## config.mk

```make
export PLATFORM = sky130hd
export DESIGN_NAME = arith_coproc
export DESIGN_NICKNAME = d
export VERILOG_FILES = /design/src/rtl/arith_coproc_pkg.sv /design/src/rtl/cp_decode.sv /design/src/rtl/cp_argreg.sv /design/src/rtl/cp_maxtrack.sv /design/src/rtl/cp_popcount.sv /design/src/rtl/arith_coproc.sv
export SDC_FILE = /design/constraint.sdc
export NUM_CORES = 1
export LEC_CHECK = 0
export ABC_AREA = 1
export CORE_AREA = 2 2 79 81
export CTS_CLUSTER_SIZE = 40
export DETAILED_ROUTE_END_ITERATION = 10
export DIE_AREA = 0 0 81 83
export HOLD_SLACK_MARGIN = 0.12
export PLACE_DENSITY_LB_ADDON = 0.15
export REMOVE_ABC_BUFFERS = 1
export SETUP_SLACK_MARGIN = 0.4
export SYNTH_ARGS = -nofsm -noshare
export SYNTH_HDL_FRONTEND = slang
export SYNTH_HIERARCHICAL = 1
export SYNTH_SLANG_ARGS = --single-unit
```

## constraint.sdc

```tcl
create_clock -name clk -period 5.09 [get_ports clk]
set_input_delay 1.018 -clock clk [delete_from_list [all_inputs] [get_ports clk]]
set_output_delay 1.018 -clock clk [all_outputs]
set_load 0.005 [all_outputs]
```

## src/rtl/arith_coproc_pkg.sv

```systemverilog
package arith_coproc_pkg;

   typedef enum logic [2:0] {
      SEL_NONE    = 3'd0,
      SEL_INC_ARG = 3'd1,
      SEL_INC_RES = 3'd2,
      SEL_POP_ARG = 3'd3,
      SEL_POP_RES = 3'd4,
      SEL_MAX_ARG = 3'd5,
      SEL_MAX_RES = 3'd6
   } rd_sel_t;

   localparam int unsigned DEF_ADDR_W    = 4;
   localparam int unsigned DEF_DATA_W    = 8;
   localparam int unsigned DEF_A_INC_ARG = 1;
   localparam int unsigned DEF_A_INC_RES = 2;
   localparam int unsigned DEF_A_POP_ARG = 3;
   localparam int unsigned DEF_A_POP_RES = 4;
   localparam int unsigned DEF_A_MAX_ARG = 5;
   localparam int unsigned DEF_A_MAX_RES = 6;

endpackage

```

## src/rtl/cp_decode.sv

```systemverilog
module cp_decode
   import arith_coproc_pkg::*;
#(
   parameter int unsigned ADDR_W    = DEF_ADDR_W,
   parameter int unsigned A_INC_ARG = DEF_A_INC_ARG,
   parameter int unsigned A_INC_RES = DEF_A_INC_RES,
   parameter int unsigned A_POP_ARG = DEF_A_POP_ARG,
   parameter int unsigned A_POP_RES = DEF_A_POP_RES,
   parameter int unsigned A_MAX_ARG = DEF_A_MAX_ARG,
   parameter int unsigned A_MAX_RES = DEF_A_MAX_RES
) (
   input  logic              clk,
   input  logic              rst_n,
   input  logic [ADDR_W-1:0] addr,
   input  logic              wr_en,
   output logic              we_inc,
   output logic              we_pop,
   output logic              we_max,
   output rd_sel_t           rd_sel
);

   localparam logic [ADDR_W-1:0] AI = ADDR_W'(A_INC_ARG);
   localparam logic [ADDR_W-1:0] AJ = ADDR_W'(A_INC_RES);
   localparam logic [ADDR_W-1:0] AP = ADDR_W'(A_POP_ARG);
   localparam logic [ADDR_W-1:0] AQ = ADDR_W'(A_POP_RES);
   localparam logic [ADDR_W-1:0] AM = ADDR_W'(A_MAX_ARG);
   localparam logic [ADDR_W-1:0] AN = ADDR_W'(A_MAX_RES);

   if (A_INC_ARG >= (1 << ADDR_W) || A_MAX_RES >= (1 << ADDR_W)) begin : g_bad_range
      $error("cp_decode: an address does not fit in ADDR_W bits");
   end
   if (A_INC_ARG == A_POP_ARG || A_POP_ARG == A_MAX_ARG || A_INC_ARG == A_MAX_ARG ||
       A_INC_RES == A_POP_RES || A_POP_RES == A_MAX_RES || A_INC_RES == A_MAX_RES) begin : g_bad_map
      $error("cp_decode: argument or result addresses collide");
   end

   always_comb begin
      we_inc = wr_en && (addr == AI);
      we_pop = wr_en && (addr == AP);
      we_max = wr_en && (addr == AM);
   end

   always_comb begin
      if      (addr == AI) rd_sel = SEL_INC_ARG;
      else if (addr == AJ) rd_sel = SEL_INC_RES;
      else if (addr == AP) rd_sel = SEL_POP_ARG;
      else if (addr == AQ) rd_sel = SEL_POP_RES;
      else if (addr == AM) rd_sel = SEL_MAX_ARG;
      else if (addr == AN) rd_sel = SEL_MAX_RES;
      else                 rd_sel = SEL_NONE;
   end

   // at most one argument register is written per access (supports R5, R6)
   assert_we_onehot_R5: assert property (@(posedge clk) disable iff (!rst_n)
      $onehot0({we_inc, we_pop, we_max}));

   // no write enable without the host strobe
   assert_we_needs_strobe_R6: assert property (@(posedge clk) disable iff (!rst_n)
      !wr_en |-> !(we_inc || we_pop || we_max));

endmodule

```

## src/rtl/cp_argreg.sv

```systemverilog
module cp_argreg #(
   parameter int unsigned DATA_W = 8
) (
   input  logic              clk,
   input  logic              rst_n,
   input  logic              load,
   input  logic [DATA_W-1:0] din,
   output logic [DATA_W-1:0] q
);

   always_ff @(posedge clk or negedge rst_n) begin
      if (!rst_n)    q <= '0;
      else if (load) q <= din;
   end

   // an unloaded register keeps its value
   assert_hold_R5: assert property (@(posedge clk) disable iff (!rst_n)
      !load |=> $stable(q));

   // a loaded register shows the written byte on the next cycle
   assert_load_R9: assert property (@(posedge clk) disable iff (!rst_n)
      load |=> (q == $past(din)));

endmodule

```

## src/rtl/cp_maxtrack.sv

```systemverilog
module cp_maxtrack #(
   parameter int unsigned DATA_W = 8
) (
   input  logic              clk,
   input  logic              rst_n,
   input  logic              offer,
   input  logic [DATA_W-1:0] din,
   output logic [DATA_W-1:0] peak
);

   logic take;

   always_comb take = offer && (din > peak);

   always_ff @(posedge clk or negedge rst_n) begin
      if (!rst_n)    peak <= '0;
      else if (take) peak <= din;
   end

   // the running maximum never decreases
   assert_max_mono_R3: assert property (@(posedge clk) disable iff (!rst_n)
      1'b1 |=> (peak >= $past(peak)));

   // after an offer the maximum is at least the offered value
   assert_max_covers_R3: assert property (@(posedge clk) disable iff (!rst_n)
      offer |=> (peak >= $past(din)));

   // without an offer nothing moves
   assert_max_idle_R5: assert property (@(posedge clk) disable iff (!rst_n)
      !offer |=> $stable(peak));

endmodule

```

## src/rtl/cp_popcount.sv

```systemverilog
module cp_popcount #(
   parameter int unsigned W     = 8,
   parameter bit          NIBBLE = 1'b1,
   localparam int unsigned CNT_W = $clog2(W + 1)
) (
   input  logic [W-1:0]     din,
   output logic [CNT_W-1:0] cnt
);

   if (NIBBLE) begin : g_nibble
      localparam int unsigned NCH = (W + 3) / 4;
      localparam int unsigned PW  = NCH * 4;
      logic [PW-1:0] padded;
      logic [2:0]    part [NCH];

      always_comb padded = PW'(din);

      for (genvar c = 0; c < NCH; c++) begin : g_chunk
         always_comb
            part[c] = 3'(padded[4*c]) + 3'(padded[4*c+1]) +
                      3'(padded[4*c+2]) + 3'(padded[4*c+3]);
      end

      always_comb begin
         cnt = '0;
         for (int c = 0; c < NCH; c++) cnt = cnt + CNT_W'(part[c]);
      end
   end else begin : g_serial
      always_comb begin
         cnt = '0;
         for (int b = 0; b < W; b++) cnt = cnt + CNT_W'(din[b]);
      end
   end

   // the count equals the number of set bits
   always_comb assert_popcount_R2: assert (cnt == CNT_W'($countones(din)));

endmodule

```

## src/rtl/arith_coproc.sv

```systemverilog
module arith_coproc
   import arith_coproc_pkg::*;
#(
   parameter int unsigned ADDR_W      = DEF_ADDR_W,
   parameter int unsigned DATA_W      = DEF_DATA_W,
   parameter int unsigned A_INC_ARG   = DEF_A_INC_ARG,
   parameter int unsigned A_INC_RES   = DEF_A_INC_RES,
   parameter int unsigned A_POP_ARG   = DEF_A_POP_ARG,
   parameter int unsigned A_POP_RES   = DEF_A_POP_RES,
   parameter int unsigned A_MAX_ARG   = DEF_A_MAX_ARG,
   parameter int unsigned A_MAX_RES   = DEF_A_MAX_RES,
   parameter bit          POP_NIBBLE  = 1'b1
) (
   input  logic              clk,
   input  logic              rst_n,
   input  logic [ADDR_W-1:0] addr,
   input  logic [DATA_W-1:0] wdata,
   input  logic              wr_en,
   input  logic              rd_en,
   output logic [DATA_W-1:0] rdata
);

   localparam int unsigned CNT_W = $clog2(DATA_W + 1);

   if (DATA_W < 4) begin : g_bad_width
      $error("arith_coproc: DATA_W must be at least 4");
   end
   if (ADDR_W < 3) begin : g_bad_addr
      $error("arith_coproc: ADDR_W must be at least 3");
   end

   logic              we_inc, we_pop, we_max;
   rd_sel_t           rd_sel;
   logic [DATA_W-1:0] inc_arg, pop_arg, max_arg, max_peak, inc_res;
   logic [CNT_W-1:0]  pop_cnt;

   cp_decode #(
      .ADDR_W(ADDR_W),
      .A_INC_ARG(A_INC_ARG), .A_INC_RES(A_INC_RES),
      .A_POP_ARG(A_POP_ARG), .A_POP_RES(A_POP_RES),
      .A_MAX_ARG(A_MAX_ARG), .A_MAX_RES(A_MAX_RES)
   ) i_decode (
      .clk(clk), .rst_n(rst_n), .addr(addr), .wr_en(wr_en),
      .we_inc(we_inc), .we_pop(we_pop), .we_max(we_max), .rd_sel(rd_sel)
   );

   cp_argreg #(.DATA_W(DATA_W)) i_inc_arg (
      .clk(clk), .rst_n(rst_n), .load(we_inc), .din(wdata), .q(inc_arg));

   cp_argreg #(.DATA_W(DATA_W)) i_pop_arg (
      .clk(clk), .rst_n(rst_n), .load(we_pop), .din(wdata), .q(pop_arg));

   cp_argreg #(.DATA_W(DATA_W)) i_max_arg (
      .clk(clk), .rst_n(rst_n), .load(we_max), .din(wdata), .q(max_arg));

   cp_maxtrack #(.DATA_W(DATA_W)) i_maxtrack (
      .clk(clk), .rst_n(rst_n), .offer(we_max), .din(wdata), .peak(max_peak));

   cp_popcount #(.W(DATA_W), .NIBBLE(POP_NIBBLE)) i_popcount (
      .din(pop_arg), .cnt(pop_cnt));

   always_comb inc_res = inc_arg + DATA_W'(1);

   always_comb begin
      rdata = '0;
      if (rd_en) begin
         unique case (rd_sel)
            SEL_INC_ARG: rdata = inc_arg;
            SEL_INC_RES: rdata = inc_res;
            SEL_POP_ARG: rdata = pop_arg;
            SEL_POP_RES: rdata = {{(DATA_W-CNT_W){1'b0}}, pop_cnt};
            SEL_MAX_ARG: rdata = max_arg;
            SEL_MAX_RES: rdata = max_peak;
            default:     rdata = '0;
         endcase
      end
   end

   // idle bus drives zero
   assert_idle_zero_R8: assert property (@(posedge clk) disable iff (!rst_n)
      !rd_en |-> (rdata == '0));

   // writes outside the argument addresses leave every register alone
   assert_stray_write_R6: assert property (@(posedge clk) disable iff (!rst_n)
      (wr_en && !(we_inc || we_pop || we_max)) |=>
         ($stable(inc_arg) && $stable(pop_arg) && $stable(max_arg) && $stable(max_peak)));

   // an increment read right after its write shows the new argument plus one
   assert_inc_fresh_R1: assert property (@(posedge clk) disable iff (!rst_n)
      (we_inc && !$past(!rst_n)) |=> ((rd_sel != SEL_INC_RES) || !rd_en ||
                                       (rdata == $past(wdata) + DATA_W'(1))));

endmodule

```

# ---- Word level (Yosys, flattened, before mapping)
# Index checks and enable logic that the tools add are counted.
dict set report word_totals {
  input_bits 16
  output_inout_bits 8
  ff_bits 32
  word_cells 37
}
dict set report classes {
  muxes 8
  n_eq_ne 12
  n_lt_le_gt_ge 1
  addsub 8
  n_reduce_logical 4
}
# cell count
set op_table {}
lappend op_table {{case mux 8 bit (6 select lines)} 1}
lappend op_table {{2-to-1 mux 3 bit} 6}
lappend op_table {{adder 3 x 1 -> 3 bit} 4}
lappend op_table {{== test 4 x 3 -> 1 bit, second input constant} 3}
lappend op_table {{== test 3 bit, second input constant} 3}
lappend op_table {{adder 8 x 1 -> 8 bit, second input constant} 1}
lappend op_table {{== test 4 x 2 -> 1 bit, second input constant} 2}
lappend op_table {{greater-than comparator 8 bit} 1}
lappend op_table {{2-to-1 mux 8 bit} 1}
lappend op_table {{== test 3 x 2 -> 1 bit, second input constant} 2}
lappend op_table {{adder 1 x 1 -> 2 bit} 2}
lappend op_table {{adder 3 x 3 -> 4 bit} 1}
lappend op_table {{== test 4 x 1 -> 1 bit, second input constant} 1}
lappend op_table {{logical AND 1 bit} 4}
lappend op_table {{== test 3 x 1 -> 1 bit, second input constant} 1}

# ---- Depth between registers and ports, before layout
dict set report logic_depth {
  depth_word 10
  depth_mapped 15
}

# ---- Hierarchy
# The synthesis kept the hierarchy.
# mod cells_each n_inst area_per_inst_um2
set modules_own_cells {}
lappend modules_own_cells {cp_argreg 34 3 305.3}
lappend modules_own_cells {arith_coproc 132 1 689.4}
lappend modules_own_cells {cp_maxtrack 70 1 571.8}
lappend modules_own_cells {cp_popcount 29 1 201.4}
lappend modules_own_cells {cp_decode 18 1 78.8}

# ---- Least setup slack after synthesis
# No wires, ideal clock.
dict set report synth_path {
  path_kind {flip-flop to output port}
  startpoint {register i_pop_arg.q[0]}
  endpoint {output port rdata[1]}
  required_ps 4072
  stages_incl_launch_ff 14
  path_buffers 0
  setup_slack_ps 1210
  arrival_time_ps 2862
  cell_sequence {dfrtp_1 -> inv_1 -> fa_1 -> fa_1 -> fa_1 -> inv_1 -> ha_1 -> inv_1 -> fa_1 -> inv_1 -> nand3_1 -> nand2_1 -> nor2_1 -> a21oi_1}
}
dict set report synth_between {
  elab_chain_cells 6
}
# element line_no
set synth_rtl {}
lappend synth_rtl {{start, declared} cp_argreg.sv:8} ;# output logic [DATA_W-1:0] q
lappend synth_rtl {{start signal, assigned} cp_argreg.sv:13} ;# else if (load) q <= din;
lappend synth_rtl {{adder 1 x 1 -> 2 bit} cp_popcount.sv:20} ;# part[c] = 3'(padded[4*c]) + 3'(padded[4*c+1]) +
lappend synth_rtl {{adder 3 x 1 -> 3 bit} cp_popcount.sv:20}
lappend synth_rtl {{adder 3 x 1 -> 3 bit} cp_popcount.sv:21} ;# 3'(padded[4*c+2]) + 3'(padded[4*c+3]);
lappend synth_rtl {{adder 3 x 3 -> 4 bit} cp_popcount.sv:26} ;# for (int c = 0; c < NCH; c++) cnt = cnt + CNT_W'(part[c]);
lappend synth_rtl {{net pop_cnt[1]} arith_coproc.sv:35} ;# logic [CNT_W-1:0] pop_cnt;
lappend synth_rtl {{case mux 8 bit (6 select lines)} arith_coproc.sv:67} ;# unique case (rd_sel)
lappend synth_rtl {{2-to-1 mux 8 bit} arith_coproc.sv:66} ;# if (rd_en) begin
lappend synth_rtl {{end, declared} arith_coproc.sv:20} ;# output logic [DATA_W-1:0] rdata
# The timed path passes the listed nets, and every way through them passes these cells.

# ---- Worst setup path after layout
dict set report layout_path {
  startpoint {register i_pop_arg.q[0]}
  endpoint {output port rdata[2]}
}
# The elaborated chain is that of the path after synthesis.

==> results by group <==
Floorplan
  – Initial Utilization: 42.3%
  – Height of the chip: 83 um
  – Total number of placement rows: 28
  – Top-level I/O count: 24
  – Die Footprint: 0.00672 mm^2
  – Core area: 0.00582 mm^2
  – Horizontal extent of the die: 81 um

Power
  – Maximum vdd drop: 0.172 mV
  – Internal cell power: 0.567 mW
  – Switching share of power: 37.5%
  – Tot Pwr: 0.908 mW
  – Part of the total power dissipated in sequential elements: 40.8%
  – LEAKAGE: 1.46 nW
  – Switching component of the power: 0.341 mW
  – Relative contribution of combinational cells to total power: 37.6%
  – Areal power density over the cells: 323 mW/mm^2
  – Part of the total power dissipated in the clock network: 21.6%

Timing
  – Final setup fails: 0
  – Timing-limited maximum frequency: 224 MHz
  – Tightest slew margin relative to the limit: 50.5%
  – Final-layout setup total negative slack: 0 ns
  – Post-Route Hold Slack: 0.475 ns
  – Pin slew with the least headroom to its limit: 0.740 ns
  – Final worst clock skew: 0.00431 ns
  – Count of final max-slew check failures: 0
  – Share of the cycle needed by the critical path after routing: 87.9%
  – Setup repair after global routing missed its margin: false
  – Final setup margin: 0.617 ns
  – Final Critical Period: 4.47 ns
  – Hold Vio Cnt, Final: 0

Final layout
  – Post-synthesis to final-layout area growth: 14.4%
  – Core utilization of the finished layout: 48.3%
  – Net count reported at finish: 409
  – Total of fill cells in the finished design: 599
  – Final cell area excluding filler cells: 0.00281 mm^2
  – Fin cells: 453
  – Antenna cell count: 0
  – Ratio of cells with drive above 1 in the final layout: 9.26%

Detailed routing
  – Number of vias after detailed routing: 2203
  – Drt via density: 4.86
  – Detailed-route wire length: 5.74 mm
  – Starting DRT DRC Count: 116
  – Average routed wire per standard cell: 12.7 um
  – Antenna Nets Post-Route: 0
  – Number of design rule violations left after detail routing: 0
  – 1st-pass router iterations: 4

Yosys
  – Syn_area_per_cell: 7.00 um^2
  – Netlist area before placement: 0.00246 mm^2
  – Number of distinct library cell variants in the gate-level netlist after synthesis: 27
  – Most used DFF post-synth: dfrtp_1
  – Post-synthesis sequential area ratio: 32.6%
  – Count of flip-flops with a built-in enable after synthesis: 0
  – Synth warn: 6
  – Share of synthesized registers carrying an async set or reset: 100%
  – Number of instances in the synthesized netlist: 351
  – Total of flip-flops plus latches after synthesis: 32

Worst setup path
  – Reg-to-reg critical path startpoint: i_maxtrack/peak[7]
  – Critical Path AT: 3.45 ns
  – Slowest-stage cell, CP: fa_1
  – Critical path data required time: 4.07 ns
  – Worst R2R Setup Slack: 3.55 ns
  – Reg-to-Reg End: i_maxtrack/peak[2]
  – Worst Setup Start Kind: flip-flop
  – Critical path start-end classification: reg2out
  – Depth of the worst register-to-register path: 8
  – Critical Path, Cell by Cell: inv_1 -> fa_1 -> fa_1 -> fa_1 -> inv_1 -> ha_1 -> inv_1 -> fa_1 -> inv_1 -> nand2_1 -> nand2_1 -> nand3_1 -> nand2_1 -> nor2_1 -> a21oi_1 -> dlygate4sd2_1
  – Endpoint type of the worst setup path: primary output
  – Slowest Stage Delay on Critical Path: 0.55 ns
  – Largest fanout of any net on the critical path: 2

Global routing
  – Vias in the first global route: 2127
  – Global-route wire length before repair: 9.96 mm
  – Global-route total usage across every layer: 18.9%
  – Number of antenna violations at the first check in global routing: 0
  – Total congestion overflow after global routing: 0
  – Pin count of the biggest net entering global routing: 33

Placement
  – Dpl ws: 0.607 ns
  – Placed Area: 0.00271 mm^2
  – Total instance count after detailed placement: 443
  – Port buffer count: 23
  – DP Wirelength: 4.51 mm
  – Placer congestion estimate: 0.861

Hold path
  – Worst hold path startpoint: i_max_arg/q[5]
  – Worst hold endpoint: i_max_arg/q[5]
  – Hold-critical path depth: 2
  – Type of the tightest min-delay check: reg2reg

Clock tree
  – Clock latency of the later-clocked register in the worst-skew pair: 0.28 ns
  – Number of clock sinks seen by CTS: 32
  – Number of buffers inserted during clock tree synthesis: 5
  – H-tree level count: 2
  – Clock-pin slew reported for the worst setup and hold paths after clock tree synthesis: 0.06 ns
  – Clock tree from TritonCTS: built
  – Clock Path Buffers: 2
  – Cts-stage hold buffer count: 0
  – Cell at the root of the clock tree: clkbuf_8

Flow run
  – Max Cap Viol: 0

Status
  – Outcome: complete, no violations
[flip-flops by register name (all words and copies together), names as in the netlist]
signal and cells:
i_maxtrack/peak 8, i_pop_arg/q 8, i_inc_arg/q 8, i_max_arg/q 8
[layout make-up]
type | count | area [um^2] | area share (%)
sequential | 32 | 801 | 28.5
timing repair buffer | 30 | 280 | 9.97
clock buffer | 8 | 90.1 | 3.20
multi-input combinational | 254 | 1340 | 47.5
inverter | 54 | 210 | 7.48
tap | 75 | 93.8 | 3.34
[worst max-delay path by stage]
| stage | slack [ns] | end | from | cells past startpoint |
|---|---|---|---|---|
| 6_report | 0.62 | rdata[2] | i_pop_arg/q[0] | 16 |
| 5_1_grt | 0.42 | rdata[2] | i_pop_arg/q[0] | 16 |
| 4_1_cts | 0.62 | rdata[2] | i_pop_arg/q[0] | 16 |
| 3_5_place_dp | 0.61 | rdata[2] | i_pop_arg/q[0] | 16 |
| 3_3_place_gp | 0.68 | rdata[2] | i_pop_arg/q[0] | 16 |
| 2_1_floorplan | 1.17 | rdata[1] | i_pop_arg/q[0] | 13 |
[layout by cell type, fill, tap and decap left out, drive strengths merged]
cell and count:
a21o 1, nand3 26, ha 12, fa 4, inv 54, xor2 1
buf 7, nand4 24, o21bai 1, a21boi 1, o21ai 6, nand2 137
clkdlybuf4s50 21, dlygate4sd2 2, a21oi 11, clkbuf 8, dfrtp 32, mux2i 1
nor2 29
[critical path, delay by kind of cell, from the launching register on]
family	cells	cell delay, ns
compound gates	1	0.11
fa+ha+maj	5	1.94
simple gates	5	0.29
buf+inv	5	0.49
flops	1	0.35
[cell usage after synthesis, types with 2 or more instances]
master | number | area (um^2)
buf_6 | 8 | 90.1
inv_2 | 6 | 22.5
nand2_2 | 3 | 18.8
nand3_1 | 24 | 120
nor2_2 | 4 | 25.0
nand4_1 | 24 | 150
o21ai_0 | 6 | 30.0
fa_1 | 4 | 80.1
nand2_1 | 132 | 495
dfrtp_1 | 32 | 801
inv_1 | 46 | 173
nor2_1 | 23 | 86.3
a21oi_1 | 11 | 55.1
buf_4 | 2 | 15.0
ha_1 | 12 | 150
nor2_4 | 2 | 22.5
nand2_4 | 2 | 22.5
[routing by layer]
metal / up-vias / GRT usage [%] / share of wire, %
met5: - / 0 / 0
met4: 0 / 6.47 / 1.6
met3: 9 / 2.50 / 2.6
met2: 30 / 31.0 / 49
met1: 1008 / 25.4 / 47
li1: 1156 / - / -
[logic make-up after synthesis]
family,synth area share [%]
adders and majority gates,9.37
AOI/OAI and AO/OA,4.84
muxes,0.407
DFF,32.6
xor gates and xnor gates,0.356
buffers and inverters,13.0
and+or+nand+nor,39.4
[power by group through the flow]
stage	Combinational [mW]	Clock [mW]	Sequential, mW
after floorplan	0.256	0	0.356
final	0.341	0.196	0.371
after global placement	0.333	0	0.373
after detailed placement	0.341	0	0.375
after global routing	0.401	0.213	0.377
after CTS	0.346	0.200	0.370
[what timing repair did]
action,in CTS,in global routing
gates resized for setup,2,0
setup endpoints to repair,2,0
buffers inserted,2,0
(Power assumes the default switching activity.)
